## src/rtl/audio_brg_pkg.sv

```systemverilog
package audio_brg_pkg;

  localparam int SRC_W     = 3;
  localparam int ADDR_W    = 2;
  localparam int DATA_W    = 32;
  localparam int OSEL_BIT  = 31;
  localparam int SRCA_LSB  = 20;
  localparam int SRCB_LSB  = 16;

  // source codes; the gaps (3,5,6,7) are unused and gate the output
  localparam logic [SRC_W-1:0] SRC_CODE_A = 3'd0;
  localparam logic [SRC_W-1:0] SRC_CODE_B = 3'd1;
  localparam logic [SRC_W-1:0] SRC_CODE_I = 3'd2;
  localparam logic [SRC_W-1:0] SRC_CODE_C = 3'd4;

  // position of each master tick in the tick vector
  localparam int TICK_A = 0;
  localparam int TICK_B = 1;
  localparam int TICK_C = 2;
  localparam int TICK_I = 3;
  localparam int NUM_SRC = 4;

  typedef enum logic [ADDR_W-1:0] {
    REG_CTRL  = 2'd0,
    REG_DIV_A = 2'd1,
    REG_DIV_B = 2'd2,
    REG_SPARE = 2'd3
  } reg_addr_e;

  typedef struct packed {
    logic             out_sel_b;
    logic [SRC_W-1:0] src_a;
    logic [SRC_W-1:0] src_b;
  } ctrl_t;

endpackage

```

## src/rtl/brg_regs.sv

```systemverilog
module brg_regs
  import audio_brg_pkg::*;
#(
  parameter int DIV_W     = 10,
  parameter int DIV_RESET = 2
) (
  input  logic              clk,
  input  logic              rst,
  input  logic              wr_en,
  input  logic [ADDR_W-1:0] wr_addr,
  input  logic [DATA_W-1:0] wr_data,
  output ctrl_t             ctrl_o,
  output logic [DIV_W-1:0]  div_a_o,
  output logic [DIV_W-1:0]  div_b_o
);

  ctrl_t            ctrl_q;
  logic [DIV_W-1:0] div_a_q;
  logic [DIV_W-1:0] div_b_q;

  logic unused_wdata;
  assign unused_wdata = ^{wr_data[30:23], wr_data[19], wr_data[15:DIV_W]};

  always_ff @(posedge clk) begin
    if (rst) begin
      ctrl_q  <= '0;
      div_a_q <= DIV_W'(DIV_RESET);
      div_b_q <= DIV_W'(DIV_RESET);
    end else if (wr_en) begin
      case (reg_addr_e'(wr_addr))
        REG_CTRL: begin
          ctrl_q.out_sel_b <= wr_data[OSEL_BIT];
          ctrl_q.src_a     <= wr_data[SRCA_LSB +: SRC_W];
          ctrl_q.src_b     <= wr_data[SRCB_LSB +: SRC_W];
        end
        REG_DIV_A: div_a_q <= wr_data[DIV_W-1:0];
        REG_DIV_B: div_b_q <= wr_data[DIV_W-1:0];
        default: ;
      endcase
    end
  end

  assign ctrl_o  = ctrl_q;
  assign div_a_o = div_a_q;
  assign div_b_o = div_b_q;

  // the spare address leaves every register untouched
  a_r10_spare_addr: assert property (@(posedge clk) disable iff (rst)
    (wr_en && wr_addr == REG_SPARE) |=>
      ($stable(ctrl_q) && $stable(div_a_q) && $stable(div_b_q)));

endmodule

```

## src/rtl/brg_divider.sv

```systemverilog
module brg_divider
  import audio_brg_pkg::*;
#(
  parameter int CNT_W     = 8,
  parameter int PS_W      = 2,
  parameter int DIV_RESET = 2
) (
  input  logic                  clk,
  input  logic                  rst,
  input  logic [NUM_SRC-1:0]    src_ticks,
  input  logic [SRC_W-1:0]      src_sel,
  input  logic [CNT_W+PS_W-1:0] div_cfg,
  output logic                  gen_clk_o
);

  localparam int DIV_W = CNT_W + PS_W;
  // largest prescale is 2<<(2*(2^PS_W-1)); its count needs this many bits
  localparam int PRE_W = 2 * ((1 << PS_W) - 1) + 1;

  logic             src_ok;
  logic             src_tick;
  logic [DIV_W-1:0] act_q;
  logic [PRE_W-1:0] pre_q;
  logic [CNT_W-1:0] cnt_q;
  logic             gen_q;

  logic [PS_W-1:0]  ps_code;
  logic [CNT_W-1:0] n_val;
  logic [PRE_W-1:0] pre_last;
  logic [PRE_W-1:0] pre_half;
  logic [CNT_W:0]   n_plus;
  logic [CNT_W-1:0] cnt_half;
  logic             n_odd;
  logic             pre_end;
  logic             cnt_end;
  logic             wrap;
  logic             reload;
  logic             in_high;

  // non-sequential source decode
  always_comb begin
    src_ok   = 1'b1;
    src_tick = 1'b0;
    case (src_sel)
      SRC_CODE_A: src_tick = src_ticks[TICK_A];
      SRC_CODE_B: src_tick = src_ticks[TICK_B];
      SRC_CODE_I: src_tick = src_ticks[TICK_I];
      SRC_CODE_C: src_tick = src_ticks[TICK_C];
      default:    src_ok   = 1'b0;
    endcase
  end

  assign ps_code  = act_q[DIV_W-1:CNT_W];
  assign n_val    = act_q[CNT_W-1:0];
  // prescale P = 2^(2c+1): last count is 2c+1 ones, half is 2^(2c)
  assign pre_last = ~({PRE_W{1'b1}} << {ps_code, 1'b1});
  assign pre_half = PRE_W'(1) << {ps_code, 1'b0};

  assign n_plus   = {1'b0, n_val} + (CNT_W+1)'(1);
  assign cnt_half = n_plus[CNT_W:1];
  assign n_odd    = n_plus[0];

  assign pre_end  = (pre_q == pre_last);
  assign cnt_end  = (cnt_q == n_val);
  assign wrap     = src_ok && src_tick && pre_end && cnt_end;
  assign reload   = !src_ok || wrap;

  // first half of P*(N+1): whole counter steps, plus half a step when N+1 is odd
  assign in_high  = (cnt_q < cnt_half) ||
                    (n_odd && (cnt_q == cnt_half) && (pre_q < pre_half));

  always_ff @(posedge clk) begin
    if (rst) begin
      pre_q <= '0;
      cnt_q <= '0;
      act_q <= DIV_W'(DIV_RESET);
      gen_q <= 1'b0;
    end else if (!src_ok) begin
      pre_q <= '0;
      cnt_q <= '0;
      act_q <= div_cfg;
      gen_q <= 1'b0;
    end else begin
      if (src_tick) begin
        if (pre_end) begin
          pre_q <= '0;
          if (cnt_end) begin
            cnt_q <= '0;
            act_q <= div_cfg;
          end else begin
            cnt_q <= cnt_q + CNT_W'(1);
          end
        end else begin
          pre_q <= pre_q + PRE_W'(1);
        end
      end
      gen_q <= in_high;
    end
  end

  assign gen_clk_o = gen_q;

  // prescale stage never passes its last count
  a_r2_pre_range: assert property (@(posedge clk) disable iff (rst)
    pre_q <= pre_last);

  // counter stage never passes N
  a_r2_cnt_range: assert property (@(posedge clk) disable iff (rst)
    cnt_q <= n_val);

  // an unused source code drives the output low
  a_r5_gated_low: assert property (@(posedge clk) disable iff (rst)
    !src_ok |=> !gen_clk_o);

  // the active divide value only changes at a period boundary
  a_r6_hold_until_wrap: assert property (@(posedge clk) disable iff (rst)
    !reload |=> $stable(act_q));

endmodule

```

## src/rtl/brg_clkout.sv

```systemverilog
module brg_clkout #(
  parameter int NUM_OUT = 4
) (
  input  logic               clk,
  input  logic               rst,
  input  logic               sel_b,
  input  logic               gen_a,
  input  logic               gen_b,
  output logic [NUM_OUT-1:0] clk_out_o
);

  logic pick;
  assign pick = sel_b ? gen_b : gen_a;

  for (genvar g = 0; g < NUM_OUT; g++) begin : g_pin
    logic pin_q;
    always_ff @(posedge clk) begin
      if (rst) pin_q <= 1'b0;
      else     pin_q <= pick;
    end
    assign clk_out_o[g] = pin_q;
  end

  // pins follow the chosen generator one cycle later
  a_r7_follow_sel: assert property (@(posedge clk) disable iff (rst)
    1'b1 |=> (clk_out_o[0] == $past(sel_b ? gen_b : gen_a)));

  // every pin carries the same value
  a_r8_pins_equal: assert property (@(posedge clk) disable iff (rst)
    ($countones(clk_out_o) == 0) || ($countones(clk_out_o) == NUM_OUT));

endmodule

```

## src/rtl/audio_brg_top.sv

```systemverilog
module audio_brg_top
  import audio_brg_pkg::*;
#(
  parameter int NUM_OUT   = 4,
  parameter int CNT_W     = 8,
  parameter int PS_W      = 2,
  parameter int DIV_RESET = 2
) (
  input  logic               clk,
  input  logic               rst,
  input  logic               mclk_a_tick,
  input  logic               mclk_b_tick,
  input  logic               mclk_c_tick,
  input  logic               mclk_i_tick,
  input  logic               cfg_wr_en,
  input  logic [1:0]         cfg_addr,
  input  logic [31:0]        cfg_wdata,
  output logic               brg_a_clk,
  output logic               brg_b_clk,
  output logic [NUM_OUT-1:0] clk_out
);

  localparam int DIV_W   = CNT_W + PS_W;
  localparam int NUM_GEN = 2;

  ctrl_t                ctrl;
  logic [DIV_W-1:0]     div_a;
  logic [DIV_W-1:0]     div_b;
  logic [NUM_SRC-1:0]   ticks;
  logic [SRC_W-1:0]     gen_src [NUM_GEN];
  logic [DIV_W-1:0]     gen_div [NUM_GEN];
  logic [NUM_GEN-1:0]   gen_clk;

  always_comb begin
    ticks         = '0;
    ticks[TICK_A] = mclk_a_tick;
    ticks[TICK_B] = mclk_b_tick;
    ticks[TICK_C] = mclk_c_tick;
    ticks[TICK_I] = mclk_i_tick;
  end

  brg_regs #(
    .DIV_W     (DIV_W),
    .DIV_RESET (DIV_RESET)
  ) regs_i (
    .clk     (clk),
    .rst     (rst),
    .wr_en   (cfg_wr_en),
    .wr_addr (cfg_addr),
    .wr_data (cfg_wdata),
    .ctrl_o  (ctrl),
    .div_a_o (div_a),
    .div_b_o (div_b)
  );

  assign gen_src[0] = ctrl.src_a;
  assign gen_src[1] = ctrl.src_b;
  assign gen_div[0] = div_a;
  assign gen_div[1] = div_b;

  for (genvar g = 0; g < NUM_GEN; g++) begin : g_gen
    brg_divider #(
      .CNT_W     (CNT_W),
      .PS_W      (PS_W),
      .DIV_RESET (DIV_RESET)
    ) div_i (
      .clk       (clk),
      .rst       (rst),
      .src_ticks (ticks),
      .src_sel   (gen_src[g]),
      .div_cfg   (gen_div[g]),
      .gen_clk_o (gen_clk[g])
    );
  end

  brg_clkout #(
    .NUM_OUT (NUM_OUT)
  ) clkout_i (
    .clk       (clk),
    .rst       (rst),
    .sel_b     (ctrl.out_sel_b),
    .gen_a     (gen_clk[0]),
    .gen_b     (gen_clk[1]),
    .clk_out_o (clk_out)
  );

  assign brg_a_clk = gen_clk[0];
  assign brg_b_clk = gen_clk[1];

endmodule

```

## config.mk

```make
export PLATFORM = sky130hd
export DESIGN_NAME = audio_brg_top
export DESIGN_NICKNAME = d
export VERILOG_FILES = /design/src/rtl/audio_brg_pkg.sv /design/src/rtl/brg_regs.sv /design/src/rtl/brg_divider.sv /design/src/rtl/brg_clkout.sv /design/src/rtl/audio_brg_top.sv
export SDC_FILE = /design/constraint.sdc
export NUM_CORES = 1
export LEC_CHECK = 0
export BUFFER_PORTS_ARGS = -buffer_cell sky130_fd_sc_hd__buf_2
export CORE_MARGIN = 1
export CORE_UTILIZATION = 55
export DETAILED_ROUTE_END_ITERATION = 10
export HOLD_SLACK_MARGIN = 0.06
export MAX_ROUTING_LAYER = met4
export PLACE_DENSITY = 0.78
export RECOVER_POWER = 100
export SYNTH_ARGS = -nofsm -noshare
export SYNTH_HDL_FRONTEND = slang
export SYNTH_SLANG_ARGS = --single-unit
```

## constraint.sdc

```tcl
create_clock -name clk -period 6 [get_ports clk]
set_input_delay 0.6 -clock clk [delete_from_list [all_inputs] [get_ports clk]]
set_output_delay 0.6 -clock clk [all_outputs]
set_load 0.03 [all_outputs]
```

Word level (Yosys, flattened, before mapping)
Cells that the tools add are included.
{ "op_classes": {"addsub": 6, "order_cmp": 4, "n_eq_ne": 20, "n_shift": 4, "mux": 17, "bitwise": 4, "n_reduce_logical": 20} }
{ "op_table": {"columns": ["operator", "n"], "rows": [
  ["10-bit 2-to-1 mux", 8],
  ["8-bit == test", 4],
  ["8-bit by 1-bit adder with 9-bit output, second input constant", 2],
  ["8-bit by 1-bit adder with 8-bit output, second input constant", 2],
  ["8-bit less-than comparator", 2],
  ["8-bit 2-to-1 mux", 2],
  ["7-bit by 1-bit adder with 7-bit output, second input constant", 2],
  ["7-bit == test", 2],
  ["7-bit less-than comparator", 2],
  ["7-bit 2-to-1 mux", 2],
  ["7-bit inverter", 2],
  ["1-bit by 3-bit << shifter with 7-bit output, first input constant", 2],
  ["7-bit by 3-bit << shifter with 7-bit output, first input constant", 2],
  ["2-bit != test, second input constant", 6],
  ["2-bit AND reduction", 5],
  ["1-bit case mux with 4 select lines", 2],
  ["4-bit OR reduction", 2],
  ["3-bit by 1-bit == test with 1-bit output, second input constant", 2],
  ["3-bit by 2-bit == test with 1-bit output, second input constant", 2],
  ["3-bit == test, second input constant", 2],
  ["3-bit logical NOT", 2],
  ["3-bit AND reduction", 2],
  ["1-bit logical AND", 4],
  ["2-bit OR reduction", 2],
  ["6 further kinds", 10]
]} }
{ "word_totals": {"register_bits": 80, "input_bits": 41, "elab_cells": 89} }

Longest topological paths before layout
{ "depth": {"word_depth": 6, "ltp_mapped": 9, "mapped_depth_nobuf": 9} }

Hierarchy
From an unflattened synthesis, not the netlist that was laid out.
{ "hier_totals": {"hier_cells": 595, "area_unflattened_um2": 5200.0} }
{ "by_module_without_submodules": {"columns": ["mod", "instances", "cells_each", "area_per_inst_um2", "seq_area_each_um2"], "rows": [
  ["brg_divider", 2, 239, 1984.4, 520.5],
  ["brg_regs", 1, 110, 1167.4, 540.5],
  ["brg_clkout", 1, 7, 63.8, 20.0]
]} }

Worst setup path after synthesis
No wires, ideal clock.
{ "synth_timing": {"path_type": "register to register", "start": "reg g_gen[1].div_i.act_q[0]", "end": "reg g_gen[1].div_i.gen_q", "setup_ns": 0.059, "arrival_ns": 2.177, "path_slack_ns": 3.764, "stages_incl_launch_ff": 10, "path_buffers": 0, "path_cell_list": "dfxtp_1 > ha_1 > nand3_1 > nor2_1 > nand3_1 > ha_1 > nand4_1 > or4b_2 > a21oi_1 > o21a_1"} }
{ "synth_via": {"elab_chain_cells": 5, "elab_cells_between_ends": 6, "classes_between": "add/sub: 1; order compare: 1; eq/ne: 1; reduce/logical: 3"} }
{ "synth_rtl": {"columns": ["item", "line_no", "rtl"], "rows": [
  ["start, declared", "brg_divider.sv:22", "logic [DIV_W-1:0] act_q;"],
  ["start signal, assigned", "brg_divider.sv:76", "act_q <= DIV_W'(DIV_RESET);"],
  ["start signal, assigned", "brg_divider.sv:81", "act_q <= div_cfg;"],
  ["start signal, assigned", "brg_divider.sv:89", "act_q <= div_cfg;"],
  ["8-bit by 1-bit adder with 9-bit output *", "brg_divider.sv:59", "assign n_plus = {1'b0, n_val} + (CNT_W+1)'(1);"],
  ["parallel branches: the longest is 3 deep, another holds 8-bit less-than comparator", null, null],
  ["1-bit logical OR *", "brg_divider.sv:69", "assign in_high = (cnt_q < cnt_half) ||"],
  ["end signal, assigned", "brg_divider.sv:97", "gen_q <= in_high;"],
  ["end, declared", "brg_divider.sv:25", "logic gen_q;"]
]} }
Every way passes the cells marked *.
A chain may end at the register's enable or synchronous reset.

==> flow_summary.ini <==
[global_routing]
gr-total-overflow = 0
grt_pass1_wl_mm = 17.7
grt_antenna_before_repair = 0
gr-usage-all-layers_pct = 25.3
grt_max_degree = 41
grt_pass1_vias = 3887

[clock_network]
cts_hold_buf = 0
cts_resized = 0
cts_setup_buffers = 0
cts-htree-levels = 3
cts_sinks = 80
clockBufferDepth = 2
clk_latency_ns = 0.37
root_buffer = clkbuf_8
clk_pin_slew_ns = 0.10
numCtsBuffers = 9
cts_tree = yes

[min_path]
min_path_cells = 3
hold_class = in -> reg
min_to = regs_i.ctrl_o[0]
min-delay-start = cfg_wdata[16]

[pwr]
powerDensity_mw_per_mm2 = 234
vdd_drop_max_mv = 0.138
leakage_nw = 1.93

[route]
wl_per_cell_um = 15.2
drt_iter0_drc = 234
via_per_inst = 6.02
num_vias = 4148
final_antenna_net_count = 0
wl_mm = 10.5
drt-pass1-iter-count = 5
drcViolationCount = 0

[final_layout]
regArea_mm2 = 0.00160
n_antenna_cell = 0
drive_gt1_share_pct = 11.0
layout.nets = 648
final_cell_count_no_fill = 689
final_area_mm2 = 0.00516
fillerInstances = 728
area_growth_pct = 6.29
multi_input_area_mm2 = 0.00301

[sta]
setup_violations = 0
drv_slew = 32
rsz0062_at_grt = no
clock_skew_ns = 0.0154
finalHoldViolCount = 0
worstMarginPinSlew_ns = 1.58
setup_ws_ns = 2.74
relSlewSlack_pct = -5.57
fmax_mhz = 307
period_share_pct = 54.4
setup_tns_ns = 0
fin_crit_ns = 3.26

[flow_run]
drv_cap = 1

[synth]
synth-seq-cells = 80
syn-cell-area_mm2 = 0.00485
synth_top_cell_by_area = dfxtp_1
postSynthCellCount = 569
ys_seq_area_share_pct = 33.0
yosysTopAreaCellShare_pct = 33.0
synthTopCellsByCount = 92 x nand2_1, 80 x dfxtp_1, 44 x nor2_1
syn_nets = 638
ys_types = 49
synth-edff-count = 0
synth_most_common_cell = nand2_1
synthTopCellsByArea = dfxtp_1 33%, ha_1 7.2%, nand2_1 7.1%, xnor2_1 4.3%, mux2i_1 3.9%
avgSynthCellArea_um2 = 8.53
synth_ff_type = dfxtp_1
async_reset_ff_share_pct = 0
yosysWarnings = 0

[placed_design]
placed_cell_area_mm2 = 0.00495
place.gp.congestion = 0.806
place_ws_ns = 3.10
io_buffers = 31
post-dp-hpwl_mm = 7.34
dp.cells = 673

[critical_path]
critPathLaunchType = input port
ff2ff_setup_slack_ns = 3.46
cpMaxStageDelayCell = clkbuf_1
slowest_delay_ns = 1.12
crit_path_end_kind = flip-flop
crit_fanout = 40
r2r-start = g_gen[1].div_i.act_q[0]
critical_path.cell_chain = clkbuf_1, inv_1, and3_1, a2bb2oi_1, o311ai_0
r2r-end = g_gen[1].div_i.gen_clk_o
cp.required_ns = 6.23
rr_worst_depth = 9
arrival_ns = 3.49
worstSetupPathType = in -> reg

[floorplan]
dieArea_mm2 = 0.00921
die_y_um = 96.0
core-area_mm2 = 0.00838
num_io_pins = 47
start_util_pct = 57.9
fp-row-count = 33
die_width_um = 96.0

[outcome]
violations = max-capacitance violations, max-slew violations
status = finished with violations
[cell type report]
cell class	count	area share [%]
Clock inverter	7	2.13
Tap cell	105	2.55
Multi-Input combinational cell	447	58.2
Clock buffer	9	2.40
Sequential cell	80	31.0
Timing Repair Buffer	32	2.98
Inverter	9	0.655
[worst max-delay path, delay by kind of cell]
kind / cells / cell delay, ns
buffers and inverters: 2 / 2.09
AOI/OAI and AO/OA: 2 / 0.30
and+or+nand+nor: 1 / 0.48
[cells in the final DEF, fill, tap and decap left out, types with 3 or more instances in the layout]
cell type,instances
clkbuf_1,7
nand3b_1,3
o21ai_0,5
a211o_1,4
or2_2,7
nand3_1,23
o22ai_1,12
or3_1,14
dfxtp_1,80
xnor2_1,24
nand4b_1,3
xor2_1,18
nand4_1,14
inv_8,3
nor2_1,44
a21oi_1,31
o211ai_1,9
and3_1,20
inv_1,7
and4bb_2,4
a2bb2oi_1,18
o311ai_0,17
mux2i_1,19
a21o_1,4
nor3_1,4
nand2_1,92
clkbuf_8,9
buf_2,24
ha_1,28
[where the power goes]
group          leakage, nW  switching [mW]  internal [mW]  total [mW]
combinational         1.17          0.0976         0.0615       0.159
clock                0.116           0.232          0.244       0.476
sequential           0.649          0.0213          0.550       0.571
total                 1.93           0.351          0.856        1.21
[metrics by stage]
step | power (mW) | utilization (%) | hold slack [ns]
floorplan | 0.711 | - | 0.437
global placement | 0.737 | 59.1 | 0.446
detailed placement | 0.743 | 59.1 | 0.454
CTS | 1.22 | 61.9 | 0.446
global route | 1.26 | 61.6 | 0.459
finish | 1.21 | 61.6 | 0.454
[metal layers]
layer  routed length [µm]  track usage [%]  up-vias
met5                    0                -        -
met2                 4880             40.1       95
met4                  155             8.58        0
met3                  413             3.95       13
met1                 5030             32.9     1960
li1                     -                -     2080
[worst max path at each step]
stage / from / endpoint / slack, ns / cells after the start
floorplan: g_gen[1].div_i.act_q[0] / g_gen[1].div_i.gen_clk_o / 3.76 / 9
global placement: rst / g_gen[0].div_i.cnt_q[7] / 3.14 / 5
detailed placement: rst / g_gen[0].div_i.cnt_q[7] / 3.10 / 5
CTS: g_gen[1].div_i.act_q[0] / g_gen[1].div_i.gen_clk_o / 3.49 / 9
global route: rst / g_gen[0].div_i.act_q[3] / 2.50 / 5
finish: rst / g_gen[1].div_i.act_q[2] / 2.74 / 5
[flip-flops by register name, summed over array words and instances (netlist names)]
register	flops
clkout_i.g_pin.pin_q	1
g_gen.div_i.act_q	20
g_gen.div_i.cnt_q	16
g_gen.div_i.gen_clk_o	2
g_gen.div_i.pre_q	14
regs_i.ctrl_o	7
regs_i.div_a_o	10
regs_i.div_b_o	10
[cells by family (layout without fill, tap and decap cells)]
kind of cell,after synthesis,count (layout),synth area share (%)
simple gates,245,245,25.5
compound gates,109,109,17.0
flops,80,80,33.0
xor+xnor,42,42,7.58
buf+inv,42,57,4.74
fa+ha+maj,30,30,7.63
mux,21,21,4.54
Note: power is estimated with default switching activity, not from simulation.
